<file path="src/rtl/status_port_pkg.sv">
package status_port_pkg;
  localparam int N_PINS = 3;

  typedef enum logic [1:0] {
    MODE_PROTO  = 2'd0,
    MODE_TIMING = 2'd1,
    MODE_GUARD  = 2'd2,
    MODE_ZERO   = 2'd3
  } pin_mode_e;
endpackage

</file>
<file path="src/rtl/status_timebase.sv">
module status_timebase #(
  parameter int CNT_W = 16,
  parameter int PRE_W = 8
) (
  input  logic             clk_i,
  input  logic             rst_ni,
  input  logic             run_i,
  input  logic [PRE_W-1:0] prescale_i,
  output logic             tick_o,
  output logic             wrap_o,
  output logic             utick_o,
  output logic [CNT_W-1:0] count_o
);
  localparam logic [CNT_W-1:0] CNT_MAX = {CNT_W{1'b1}};

  logic [PRE_W-1:0] pre_q;
  logic             step;

  assign step = (pre_q == prescale_i);

  always_ff @(posedge clk_i or negedge rst_ni) begin
    if (!rst_ni) begin
      pre_q   <= '0;
      count_o <= '0;
      tick_o  <= 1'b0;
      wrap_o  <= 1'b0;
      utick_o <= 1'b0;
    end else if (!run_i) begin
      pre_q   <= '0;
      count_o <= '0;
      tick_o  <= 1'b0;
      wrap_o  <= 1'b0;
      utick_o <= 1'b0;
    end else begin
      utick_o <= ~utick_o;
      tick_o  <= step;
      wrap_o  <= step && (count_o == CNT_MAX);
      if (step) begin
        pre_q   <= '0;
        count_o <= count_o + 1'b1;
      end else begin
        pre_q <= pre_q + 1'b1;
      end
    end
  end
endmodule

</file>
<file path="src/rtl/status_pin_sel.sv">
module status_pin_sel
  import status_port_pkg::*;
(
  input  pin_mode_e mode_i,
  input  logic      proto_i,
  input  logic      timing_i,
  input  logic      guard_i,
  output logic      sel_o
);
  always_comb begin
    unique case (mode_i)
      MODE_PROTO:  sel_o = proto_i;
      MODE_TIMING: sel_o = timing_i;
      MODE_GUARD:  sel_o = guard_i;
      default:     sel_o = 1'b0;
    endcase
  end
endmodule

</file>
<file path="src/rtl/status_pin_drive.sv">
module status_pin_drive (
  input  logic en_i,
  input  logic od_i,
  input  logic sel_i,
  output logic pin_o,
  output logic oe_o
);
  always_comb begin
    if (!en_i) begin
      pin_o = 1'b0;
      oe_o  = 1'b0;
    end else if (od_i) begin
      pin_o = 1'b0;
      oe_o  = ~sel_i;
    end else begin
      pin_o = sel_i;
      oe_o  = 1'b1;
    end
  end
endmodule

</file>
<file path="src/rtl/status_port.sv">
module status_port
  import status_port_pkg::*;
#(
  parameter int CNT_W = 16,
  parameter int PRE_W = 8
) (
  input  logic                clk_i,
  input  logic                rst_ni,
  input  logic                port_en_i,
  input  logic [2*N_PINS-1:0] mode_cfg_i,
  input  logic [N_PINS-1:0]   od_cfg_i,
  input  logic                swap_i,
  input  logic [PRE_W-1:0]    prescale_i,
  input  logic                vote_i,
  input  logic                sync_ok_i,
  input  logic                activity_i,
  input  logic                action_time_i,
  input  logic [1:0]          gate_open_i,
  output logic [N_PINS-1:0]   pin_o,
  output logic [N_PINS-1:0]   pin_oe_o
);
  logic             tb_tick, tb_wrap, tb_utick;
  logic [CNT_W-1:0] tb_count;

  status_timebase #(.CNT_W(CNT_W), .PRE_W(PRE_W)) u_timebase (
    .clk_i      (clk_i),
    .rst_ni     (rst_ni),
    .run_i      (port_en_i),
    .prescale_i (prescale_i),
    .tick_o     (tb_tick),
    .wrap_o     (tb_wrap),
    .utick_o    (tb_utick),
    .count_o    (tb_count)
  );

  logic [N_PINS-1:0] proto_src, timing_src, guard_src, sel;

  // pin-index order: {pin2, pin1, pin0}
  assign proto_src  = swap_i ? {activity_i, sync_ok_i, vote_i}
                             : {vote_i, sync_ok_i, activity_i};
  assign timing_src = {tb_wrap, tb_tick, tb_utick};
  assign guard_src  = {action_time_i, gate_open_i};

  for (genvar k = 0; k < N_PINS; k++) begin : g_pin
    status_pin_sel u_sel (
      .mode_i   (pin_mode_e'(mode_cfg_i[2*k +: 2])),
      .proto_i  (proto_src[k]),
      .timing_i (timing_src[k]),
      .guard_i  (guard_src[k]),
      .sel_o    (sel[k])
    );
    status_pin_drive u_drive (
      .en_i  (port_en_i),
      .od_i  (od_cfg_i[k]),
      .sel_i (sel[k]),
      .pin_o (pin_o[k]),
      .oe_o  (pin_oe_o[k])
    );
  end
endmodule

</file>
<file path="config.mk">
export PLATFORM = sky130hd
export DESIGN_NAME = status_port
export DESIGN_NICKNAME = d
export VERILOG_FILES = /design/src/rtl/status_port_pkg.sv /design/src/rtl/status_timebase.sv /design/src/rtl/status_pin_sel.sv /design/src/rtl/status_pin_drive.sv /design/src/rtl/status_port.sv
export SDC_FILE = /design/constraint.sdc
export NUM_CORES = 1
export LEC_CHECK = 0
export BUFFER_PORTS_ARGS = -buffer_cell sky130_fd_sc_hd__buf_2
export CORE_MARGIN = 2
export CORE_UTILIZATION = 45
export DETAILED_ROUTE_END_ITERATION = 8
export PLACE_DENSITY = 0.63
export RECOVER_POWER = 50
export SYNTH_ARGS = -nofsm -noshare
export SYNTH_HDL_FRONTEND = slang
export SYNTH_SLANG_ARGS = --single-unit
</file>
<file path="constraint.sdc">
create_clock -name clk_i -period 1.95 [get_ports clk_i]
set_clock_uncertainty 0.15 [all_clocks]
set_input_delay 0.2925 -clock clk_i [delete_from_list [all_inputs] [get_ports clk_i]]
set_output_delay 0.2925 -clock clk_i [all_outputs]
set_load 0.02 [all_outputs]
</file>
# Word level (Yosys, flattened, before mapping)
# Index checks and enable logic that the tools add are counted.
# Widths: inputs -> output; s select.
[classes]
add_sub_neg = 2
eq_ne = 9
mux = 23
bitwise_logic = 4
reduce_logical = 4
[ops]
columns = ["op", "count"]
rows = [
  ["$mux 16", 2],
  ["$add 16x1->16 const B", 1],
  ["$eq 16x16->1 const B", 1],
  ["$mux 8", 2],
  ["$mux 1", 15],
  ["$pmux 1 s3", 3],
  ["$add 8x1->8 const B", 1],
  ["$eq 8x8->1", 1],
  ["$eq 2x1->1 const B", 3],
  ["$eq 2x2->1 const B", 3],
  ["$logic_not 2->1", 3],
  ["$not 1->1", 4],
  ["$mux 3", 1],
  ["$ne 2x1->1 const B", 1],
  ["$logic_and 1x1->1", 1],
]
[word_totals]
regBits = 27
input_bits = 27
output_inout_bits = 6
wordCells = 47

# Longest topological paths before layout
# Gate-level depths: netlist of run 1.
[logic_depth]
word_depth = 5
ltp_mapped = 5
mapped_depth_nobuf = 5

# Hierarchy
# From an unflattened synthesis of run 1, not the netlist that was laid out.
[unflattened]
cells_unflattened = 154
area_unflattened_um2 = 1505.2
[modules_own_cells]
columns = ["module", "n_inst", "cells_each", "area_per_inst_um2", "seq_area_each_um2"]
rows = [
  ["status_timebase", 1, 137, 1366.3, 675.6],
  ["status_pin_sel", 3, 3, 22.5, 0.0],
  ["status_pin_drive", 3, 2, 16.3, 0.0],
  ["status_port", 1, 2, 22.5, 0.0],
]

# Least setup slack after synthesis of run 1
# OpenSTA, ideal clock, no wires.
[synth_path]
path_kind = "reg-to-reg"
startpoint = "register u_timebase.pre_q[0]"
endpoint = "register u_timebase.count_o[11]"
setup_time_ps = 119
t_arrival_ps = 1386
t_required_ps = 1681
path_slack_ps = 296
stages_incl_launch_ff = 6
path_buffers = 1
synth_period_minus_slack_ps = 1654
path_cell_list = "dfrtp_1 > xnor2_1 > nand4_2 > buf_4 > o31a_1 > o21a_1"
[synth_via]
elab_chain_len = 2
[synth_lines]
columns = ["item", "line_no", "text"]
rows = [
  ["from (decl)", "status_timebase.sv:16", "logic [PRE_W-1:0] pre_q;"],
  ["from (signal assigned)", "status_timebase.sv:42", "pre_q <= pre_q + 1'b1;"],
  ["$eq 8x8->1", "status_timebase.sv:19", "assign step = (pre_q == prescale_i);"],
  ["$ne 2x1->1 (no line)", "n/a", ""],
  ["to (signal assigned)", "status_timebase.sv:40", "count_o <= count_o + 1'b1;"],
  ["to (decl)", "status_timebase.sv:12", "output logic [CNT_W-1:0] count_o"],
]
# No other way between the ends.
# A chain may end at the register's enable or synchronous reset.

# Final worst setup path of run 1
[layout_path]
startpoint = "register u_timebase.pre_q[6]"
endpoint = "register u_timebase.count_o[3]"
# The elaborated chain is that of the path after synthesis.

==> flow_summary_export.csv, run 1 <==
group,metric,value,unit
run_status,run_status,"complete, no violations",
floorplanning,die_area,4300,µm²
synth,synth_top_cell_by_area,"dfrtp_1",
global_route,maximum_number_of_pins_on_one_net_before_global_route_repair,28,
sta,max_slew.worst_pin.slew,0.677,ns
power,p_leak,0.000891,µW
power,power_density,524,nW/µm²
synth,synthTopCellsByArea,"dfrtp_1 40%, xnor2_1 5.1%, mux2i_1 4.7%",
detailed_routing,finalWirelength,3.49,mm
global_route,antenna_found_initial,0,
place,placedInstanceArea,1910,µm²
final_layout,stdcell_area,2030,µm²
critical_path,worst_endpoint_required_time,2.00,ns
global_route,global_route.usage.total,0.174,
critical_path,r2r.worst_path.cells,5,
floorplanning,fp.coreArea,3660,µm²
floorplanning,fp.dieH,65.6,µm
critical_path,worst_setup_path_end_kind,"register",
power,ir_drop_worst_case_vdd,0.265,mV
sta,fmax,532,MHz
critical_path,path_class,"register to register",
sta,final.min_clock_period,1.88,ns
cts,clkSlewWorstSetupHoldPaths,0.09,ns
detailed_routing,avgViaCountPerCell,5.37,
cts,clock_sink_count,27,
synth,synth-edff-count,0,
detailed_routing,drc,0,
sta,final_min_period_over_clock_period,0.964,
final_layout,antennaDiodeCount,0,
global_route,grt.overflow.total,0,
run,max-cap-violations,0,
place,place_hpwl,2.54,mm
cts,clk_latency,0.27,ns
synth,syn_nets,201,
critical_path,cp_max_fo,6,
worst_hold_path,worst_min_delay_path_endpoint,"u_timebase.utick_o",
synth,most_frequent_cells_after_synthesis,"27 x dfrtp_1, 10 x xnor2_1",
critical_path,setup_crit_start_kind,"register",
final_layout,finalNetCount,237,
cts,cts.root.buffer_cell,"clkbuf_8",
synth,yosys_register_bits,27,
cts,max-clock-path-buffers,2,
place,placement.io_buffers,32,
worst_hold_path,hold_path_startpoint,"u_timebase.utick_o",
critical_path,critical_path.reg2reg.startpoint,"u_timebase.pre_q[6]",
synth,synth_flop_cell,"dfrtp_1",
synth,ys_types,38,
detailed_routing,dr_total_vias,1369,
final_layout,finish.utilization,0.553,
global_route,via_count_of_the_first_global_routing_pass,1358,
sta,fin_hold_ws,0.276,ns
place,gp_routability_congestion,0.787,
cts,cts-buffers-inserted,3,
final_layout,synthToLayoutAreaGrowth,18.7,%
final_layout,drive_gt1_frac,0.309,
critical_path,data_arrival_critical_path,1.93,ns
floorplanning,die-width,65.6,µm
floorplanning,num_io_pins,33,
floorplanning,initial_core_util,0.466,
sta,report.final.hold_viol_count,0,
worst_hold_path,hold_depth,1,
synth,synth.top_cell.area_share,0.396,
critical_path,r2r_slack,0.07,ns
synth,cell_area_synth,1710,µm²
synth,yosysSeqAreaShare,0.396,
floorplanning,rows,22,
sta,setup_violations,0,
sta,timing.max_slew.rel_slack,0.548,
synth,post_synth_inst_count,172,
cts,tritoncts,"done",
worst_hold_path,path_category_of_the_worst_min_delay_check,"register to register",
detailed_routing,detailed_router_s_first_iteration_violation_count,50,
detailed_routing,final_antenna_net_count,0,
synth,synth_area_per_cell,9.92,µm²
sta,grt_setup_unrepaired,"no",
synth,yosys_warnings,0,
global_route,first_pass_grt_wire_length,5.86,mm
synth,synthMostInstantiatedCell,"dfrtp_1",
synth,synth_async_sr_flop_share,1.00,
sta,final_max_slew_viol_count,0,
cts,h-tree-depth,1,
detailed_routing,drt-wirelength-per-cell,13.7,µm
critical_path,endpoint_of_the_most_critical_register_to_register_path,"u_timebase.count_o[3]",
detailed_routing,dr.pass1.iters,4,
## how the worst max path moves through the flow
stage | from | endpoint | slack (ns)
global route | u_timebase.pre_q[3] | u_timebase.count_o[5] | 0.003
floorplan | u_timebase.pre_q[0] | u_timebase.count_o[11] | 0.30
CTS | u_timebase.pre_q[7] | u_timebase.count_o[14] | 0.04
finish | u_timebase.pre_q[6] | u_timebase.count_o[3] | 0.07
global placement | prescale_i[4] | u_timebase.count_o[8] | 0.07
detailed placement | u_timebase.pre_q[2] | u_timebase.count_o[14] | -0.03
## critical path, cell delays in order (launching register included)
cell	delay [ns]
dfrtp_1	0.45
xnor2_2	0.20
nand4_4	0.18
buf_4	0.20
or4_1	0.49
a21oi_1	0.15
## cell usage in the layout (no fill, tap or decap), types with 2 or more instances in the layout
| cell type | n |
|---|---|
| buf_4 | 12 |
| nand2b_1 | 9 |
| xnor2_1 | 7 |
| clkbuf_8 | 3 |
| o311ai_1 | 4 |
| ha_1 | 2 |
| nand4_1 | 4 |
| or4_1 | 4 |
| o31ai_1 | 8 |
| nand3_1 | 9 |
| dfrtp_1 | 27 |
| o21ai_1 | 2 |
| xor2_1 | 3 |
| o21ai_0 | 3 |
| nand2_1 | 8 |
| and4_1 | 2 |
| nand3b_1 | 3 |
| nor3b_1 | 3 |
| inv_1 | 3 |
| nor2_1 | 9 |
| and3_1 | 8 |
| buf_2 | 31 |
| or3_1 | 2 |
| xnor2_2 | 4 |
| nor4_2 | 4 |
| a21oi_1 | 9 |
| mux2i_1 | 8 |
| mux2_2 | 2 |
## state kept, by name, summed over array words and instances (netlist names)
signal / cells
u_timebase.count_o: 16
u_timebase.pre_q: 8
u_timebase.tick_o: 1
u_timebase.utick_o: 1
u_timebase.wrap_o: 1
## power by group
part	leakage [µW]	switching, µW	total [µW]	internal (µW)
Sequential	0.000373	6.61	573	566
Clock	0.0000217	179	324	145
Combinational	0.000496	89.4	164	74.4
Total	0.000891	275	1060	786
## through the flow
stage | setup slack (ns) | TNS (ns) | instances | power (µW)
after floorplan | 0.296 | 0 | 172 | 674
after global placement | 0.0741 | 0 | 246 | 728
after detailed placement | -0.0301 | -0.0301 | 246 | 735
after CTS | 0.0352 | 0 | 253 | 1070
after global routing | 0.00265 | 0 | 255 | 1110
final | 0.0694 | 0 | 255 | 1060
## metal layers
layer | part of all wire | track usage | wire length (µm) | up-vias
met4 | 0.0049 | 0.0521 | 17 | 0
li1 | - | - | - | 695
met2 | 0.48 | 0.290 | 1660 | 21
met1 | 0.49 | 0.238 | 1710 | 651
met5 | 0 | 0 | 0 | -
met3 | 0.031 | 0.0223 | 107 | 2
## cells by family after synthesis
group | share of synthesized area
AND/OR/NAND/NOR | 0.276
AO/OA/AOI/OAI | 0.111
flip-flops | 0.396
buffers and inverters | 0.0660
XOR/XNOR | 0.0762
multiplexers | 0.0601
adder cells (fa/ha/maj) | 0.0147
## layout make-up
class / instances / area [µm²]
sequential: 27 / 676
fill: 343 / 1640
clock inverter: 1 / 7.51
tap: 48 / 60.1
multi-input combinational: 127 / 950
timing repair buffer: 46 / 280
inverter: 3 / 11.3
clock buffer: 3 / 41.3
## repair_timing
| action | in CTS | in global routing |
|---|---|---|
| resized for setup | 1 | 3 |
| endpoints found under the setup margin | 3 | 9 |
| hold buffers | 1 | 0 |
| buffers inserted | 2 | 2 |
| hold endpoints to repair | 27 | 0 |
| pin swaps | 1 | 1 |
Power figures use the tool's default switching activity.
==> inputs of run 2 (changes only) <==
- SETUP_SLACK_MARGIN: not set -> 0.1
==> run 2 against run 1 <==
Register-to-register slack hardly changed. Sequential power hardly changed. Design area is 12% higher. Flip-flop and latch count stayed put. Critical path type unchanged.
==> flow_summary_export.csv, run 2 (synthesis gave the netlist of run 1 again) <==
group,metric,value,unit
power,power_density,481,nW/µm²
critical_path,critical-path-slowest-cell,"dfrtp_1",
sta,grt_setup_unrepaired,"yes",
global_route,grt.overflow.total,0,
power,p_leak,0.00106,µW
place,placement_setup_slack,-0.0301,ns
critical_path,path_class,"register to register",
critical_path,path_buf_inv,1,
sta,fin_hold_ws,0.276,ns
global_route,globalRouteMet2Util,0.330,
global_route,grt_util_met3,0.0223,
sta,finalWorstSetupSlack,0.0755,ns
detailed_routing,avgViaCountPerCell,5.49,
run,max-cap-violations,0,
detailed_routing,finalWirelength,3.94,mm
final_layout,final_cell_count_no_fill,268,
sta,fin_tns_setup,0,ns
critical_path,worst_setup_path_end_kind,"register",
cts,cts.root.buffer_cell,"clkbuf_8",
global_route,grt_use_met1,0.258,
final_layout,antennaDiodeCount,0,
sta,final_min_period_over_clock_period,0.961,
global_route,first_pass_grt_wire_length,6.42,mm
sta,final_max_slew_viol_count,0,
cts,clk_latency,0.27,ns
critical_path,worst_endpoint_required_time,2.00,ns
run_status,run_status,"complete, no violations",
final_layout,drive_gt1_frac,0.405,
global_route,grt.busiest_layer,"met2",
final_layout,synthToLayoutAreaGrowth,33.4,%
global_route,global_route.usage.total,0.194,
cts,h-tree-depth,1,
floorplanning,fp.coreArea,3660,µm²
floorplanning,die_area,4300,µm²
final_layout,finalNetCount,250,
sta,report.final.hold_viol_count,0,
sta,fmax,533,MHz
critical_path,crit_path_cell_trace,"xnor2_2 > nand4_4 > bufbuf_16 > or3_1 > a21oi_1",
floorplanning,fp.dieH,65.6,µm
place,place_hpwl,2.54,mm
cts,clkSlewWorstSetupHoldPaths,0.10,ns
worst_hold_path,path_category_of_the_worst_min_delay_check,"register to register",
power,ir_drop_worst_case_vdd,0.269,mV
final_layout,regMostFlops,"u_timebase.count_o",
floorplanning,rows,22,
detailed_routing,detailed_router_s_first_iteration_violation_count,34,
detailed_routing,dr_total_vias,1472,
cts,tritoncts,"done",
critical_path,data_arrival_critical_path,1.92,ns
global_route,maximum_number_of_pins_on_one_net_before_global_route_repair,28,
final_layout,finish.utilization,0.622,
final_layout,reg.largest.list,"u_timebase.count_o: 16 flops, u_timebase.pre_q: 8 flops",
critical_path,setup_crit_start_kind,"register",
detailed_routing,drt-wirelength-per-cell,14.7,µm
final_layout,layout.cells.most_common_list,"31 x buf_2, 26 x dfrtp_1, 20 x buf_4",
cts,cts-buffers-inserted,3,
sta,timing.max_slew.rel_slack,0.553,
cts,max-clock-path-buffers,2,
place,number_of_instances_in_the_placed_design,246,
floorplanning,num_io_pins,33,
cts,clock_sink_count,27,
place,gp_routability_congestion,0.787,
critical_path,timing.critical_path.max_delay_family,"simple AND/OR/NAND/NOR gates",
detailed_routing,dr.pass1.iters,4,
place,placement.io_buffers,32,
global_route,antenna_found_initial,0,
floorplanning,initial_core_util,0.466,
final_layout,commonest_non_fill_non_tap_cell_in_the_layout,"buf_2",
detailed_routing,final_antenna_net_count,0,
sta,setup_violations,0,
final_layout,largest_register_ff_count,16,
sta,final.min_clock_period,1.87,ns
sta,max_slew.worst_pin.slew,0.670,ns
critical_path,cp_slowest_stage_delay,0.42,ns
detailed_routing,drc,0,
critical_path,cp_max_fo,6,
global_route,via_count_of_the_first_global_routing_pass,1415,
floorplanning,die-width,65.6,µm
[run 2: layer usage]
| metal | part of all wire | vias up |
|---|---|---|
| li1 | - | 726 |
| met1 | 0.45 | 709 |
| met2 | 0.50 | 35 |
| met3 | 0.039 | 2 |
| met4 | 0.0043 | 0 |
| met5 | 0 | - |
[run 2: power by group]
part           switching (µW)  internal (µW)  leakage (µW)
Combinational             105           95.8      0.000666
Sequential               6.83            566      0.000372
Clock                     178            145     0.0000217
[run 2: worst paths after layout]
path	from	end	slack [ns]	cells after the start
setup / recovery	u_timebase.pre_q[5]	u_timebase.count_o[1]	0.08	5
hold / removal	u_timebase.utick_o	u_timebase.utick_o	0.28	1
setup reg to reg	u_timebase.pre_q[5]	u_timebase.count_o[1]	0.08	5
hold reg to reg	u_timebase.utick_o	u_timebase.utick_o	0.28	1
max in group asynchronous	rst_ni	u_timebase.pre_q[3]	0.75	2
min in group asynchronous	rst_ni	u_timebase.pre_q[4]	0.42	2
[run 2: worst reg2reg max path, delay by kind of cell (launching register included)]
family,cells,cell delay (ns)
flops,1,0.42
compound gates,1,0.12
xor+xnor,1,0.26
simple gates,2,0.54
buf+inv,1,0.32
[run 2: layout make-up]
| cell class | count | area, µm² |
|---|---|---|
| inverter | 3 | 11.3 |
| multi-input combinational | 128 | 1070 |
| clock inverter | 1 | 7.51 |
| timing repair buffer | 58 | 407 |
| clock buffer | 3 | 41.3 |
| tap | 48 | 60.1 |
| fill | 317 | 1380 |
| sequential | 27 | 677 |
[run 2: through the flow]
stage                     cell area (µm²)  power [µW]
final                                2280        1100
after global routing                 2280        1150
after CTS                            2110        1080
after detailed placement             1910         735
after global placement               1910         728
after floorplan                      1710         674
[run 2: what timing repair did]
item | CTS | global route
endpoints found under the setup margin | 23 | 26
gates cloned | 2 | 0
pin swaps | 5 | 22
hold buffers | 1 | 0
buffers inserted | 8 | 7
gates resized for setup | 5 | 22
hold endpoints to repair | 27 | 0
==> inputs of run 3 (changes only) <==
--- a/config.mk
+++ b/config.mk
@@ -9,8 +9,8 @@
 export CORE_MARGIN = 2
 export CORE_UTILIZATION = 45
+export CTS_CLUSTER_SIZE = 8
 export DETAILED_ROUTE_END_ITERATION = 8
 export PLACE_DENSITY = 0.63
 export RECOVER_POWER = 50
-export SETUP_SLACK_MARGIN = 0.1
 export SYNTH_ARGS = -nofsm -noshare
 export SYNTH_HDL_FRONTEND = slang
==> constraint.sdc (replaced) <==
create_clock -name clk_i -period 1.95 [get_ports clk_i]
set_clock_uncertainty 0.15 [all_clocks]
set_input_delay 0.195 -clock clk_i [delete_from_list [all_inputs] [get_ports clk_i]]
set_output_delay 0.195 -clock clk_i [all_outputs]
set_load 0.02 [all_outputs]
==> run 3 against run 2 <==
Total power fell by 2.4%. Sequential share of layout area rose by 3.3 points. Combinational power fell by 14%. Core utilization fell by 6.2 points. Worst setup slack got worse by 0.030 ns. Non-clock buffer count fell by 12. Design area fell by 9.9%.
==> flow_summary_export.csv, run 3 (synthesis gave the netlist of run 1 again) <==
group,metric,value,unit
final_layout,layout.cells.most_common_list,"30 x buf_2, 26 x dfrtp_1, 11 x buf_4",
power,ir_drop_worst_case_vdd,0.492,mV
final_layout,finalNetCount,237,
worst_hold_path,hold_depth,3,
global_route,first_pass_grt_wire_length,6.33,mm
cts,clock_sink_count,27,
critical_path,worst_endpoint_required_time,1.95,ns
detailed_routing,drt-wirelength-per-cell,14.8,µm
detailed_routing,finalWirelength,3.77,mm
detailed_routing,dr.pass1.iters,4,
floorplanning,fp.dieH,65.6,µm
cts,clk_latency,0.27,ns
sta,fmax,525,MHz
global_route,grt_util_met3,0.0445,
sta,grt_setup_unrepaired,"yes",
place,placement.io_buffers,32,
final_layout,largest_register_ff_count,16,
cts,h-tree-depth,1,
floorplanning,initial_core_util,0.466,
critical_path,data_arrival_critical_path,1.91,ns
sta,max_slew.worst_pin.slew,0.681,ns
global_route,globalRouteMet2Util,0.318,
sta,final_max_slew_viol_count,0,
floorplanning,num_io_pins,33,
run,max-cap-violations,0,
power,p_total,1070,µW
cts,cts.root.buffer_cell,"clkbuf_8",
global_route,grt_use_met1,0.232,
sta,setup_violations,0,
final_layout,synthToLayoutAreaGrowth,20.2,%
floorplanning,fp.coreArea,3660,µm²
final_layout,regMostFlops,"u_timebase.count_o",
place,number_of_instances_in_the_placed_design,244,
cts,clkSlewWorstSetupHoldPaths,0.09,ns
floorplanning,die-width,65.6,µm
detailed_routing,dr_total_vias,1479,
global_route,grt.busiest_layer,"met2",
sta,report.final.hold_viol_count,0,
floorplanning,rows,22,
critical_path,setup_crit_start_kind,"register",
global_route,maximum_number_of_pins_on_one_net_before_global_route_repair,28,
detailed_routing,avgViaCountPerCell,5.80,
critical_path,r2r.worst_path.cells,6,
critical_path,path_class,"register to register",
power,power_density,522,nW/µm²
critical_path,cp_max_fo,8,
final_layout,reg.largest.list,"u_timebase.count_o: 16 flops, u_timebase.pre_q: 8 flops",
detailed_routing,final_antenna_net_count,0,
critical_path,worst_setup_path_end_kind,"register",
sta,final_min_period_over_clock_period,0.977,
global_route,grt.overflow.total,0,
worst_hold_path,path_category_of_the_worst_min_delay_check,"primary input to register",
final_layout,drive_gt1_frac,0.314,
sta,timing.max_slew.rel_slack,0.546,
critical_path,r2r_slack,0.05,ns
detailed_routing,drc,0,
cts,cts-buffers-inserted,3,
sta,fin_hold_ws,0.238,ns
cts,max-clock-path-buffers,2,
place,place_hpwl,2.59,mm
cts,tritoncts,"done",
final_layout,final_cell_count_no_fill,255,
global_route,via_count_of_the_first_global_routing_pass,1473,
global_route,global_route.usage.total,0.187,
global_route,antenna_found_initial,0,
power,p_leak,0.000900,µW
final_layout,commonest_non_fill_non_tap_cell_in_the_layout,"buf_2",
sta,fin_tns_setup,0,ns
sta,final.min_clock_period,1.90,ns
detailed_routing,detailed_router_s_first_iteration_violation_count,109,
floorplanning,die_area,4300,µm²
run_status,run_status,"complete, no violations",
place,gp_routability_congestion,0.804,
final_layout,final.fill_count,316,
final_layout,antennaDiodeCount,0,
-- run 3: cell count changes in the layout (fill, tap and decap cells not counted), moves of 2 or more --
cell / change
buf_4: -9
buf_6: -3
nor4_2: +4
nor4_4: -4
o311ai_1: +2
o311ai_2: -2
or4_1: +2
or4_4: -2
xnor2_1: +3
xnor2_2: -3
-- run 3: critical path: stages (launching register included) --
cell	delay, ns
dfrtp_1	0.43
xnor2_1	0.18
nand4_2	0.24
buf_4	0.21
buf_4	0.15
o311ai_1	0.31
o31ai_1	0.12
-- run 3: what timing repair did --
action,CTS,global route
hold endpoints to repair,27,0
pin swaps,1,1
gates resized for setup,1,9
endpoints found under the setup margin,5,23
buffers inserted,3,2
cloned,0,1
hold buffers,1,0
-- run 3: layout make-up --
class                   instances  area [µm²]  area share
inverters                       3        11.3     0.00549
clock buffers                   3        41.3      0.0201
flip-flops and latches         27         677       0.330
multi-input cells             127         965       0.470
repair buffers                 46         292       0.142
well taps                      48        60.1      0.0293
clock inverters                 1        5.00     0.00244
-- run 3: power by group --
part	leakage [µW]	total [µW]	internal, µW	switching [µW]
Clock	0.0000255	322	143	179
Sequential	0.000372	576	567	9.19
Combinational	0.000502	172	79.4	92.7
-- run 3: final timing paths --
check                                    startpoint                      to
max in group asynchronous                    rst_ni     u_timebase.pre_q[1]
worst min register to register   u_timebase.utick_o      u_timebase.utick_o
worst max-delay path            u_timebase.pre_q[4]   u_timebase.count_o[6]
worst max register to register  u_timebase.pre_q[4]   u_timebase.count_o[6]
min in group asynchronous                    rst_ni     u_timebase.pre_q[5]
worst min-delay path                      port_en_i  u_timebase.count_o[11]
-- run 3: per-stage QoR --
| step | area, µm² | utilization | setup WS [ns] |
|---|---|---|---|
| floorplan | 1710 | - | 0.296 |
| global placement | 1880 | 0.513 | 0.0806 |
| detailed placement | 1880 | 0.513 | -0.0368 |
| CTS | 1960 | 0.536 | 0.0257 |
| global route | 2050 | 0.560 | -0.0616 |
| finish | 2050 | 0.560 | 0.0454 |
-- run 3: metal layers --
metal	vias to the layer above	part of all wire	wire, µm
met5	-	0	0
met4	0	0.016	62
met3	8	0.046	175
met2	41	0.49	1830
met1	737	0.45	1700
li1	693	-	-
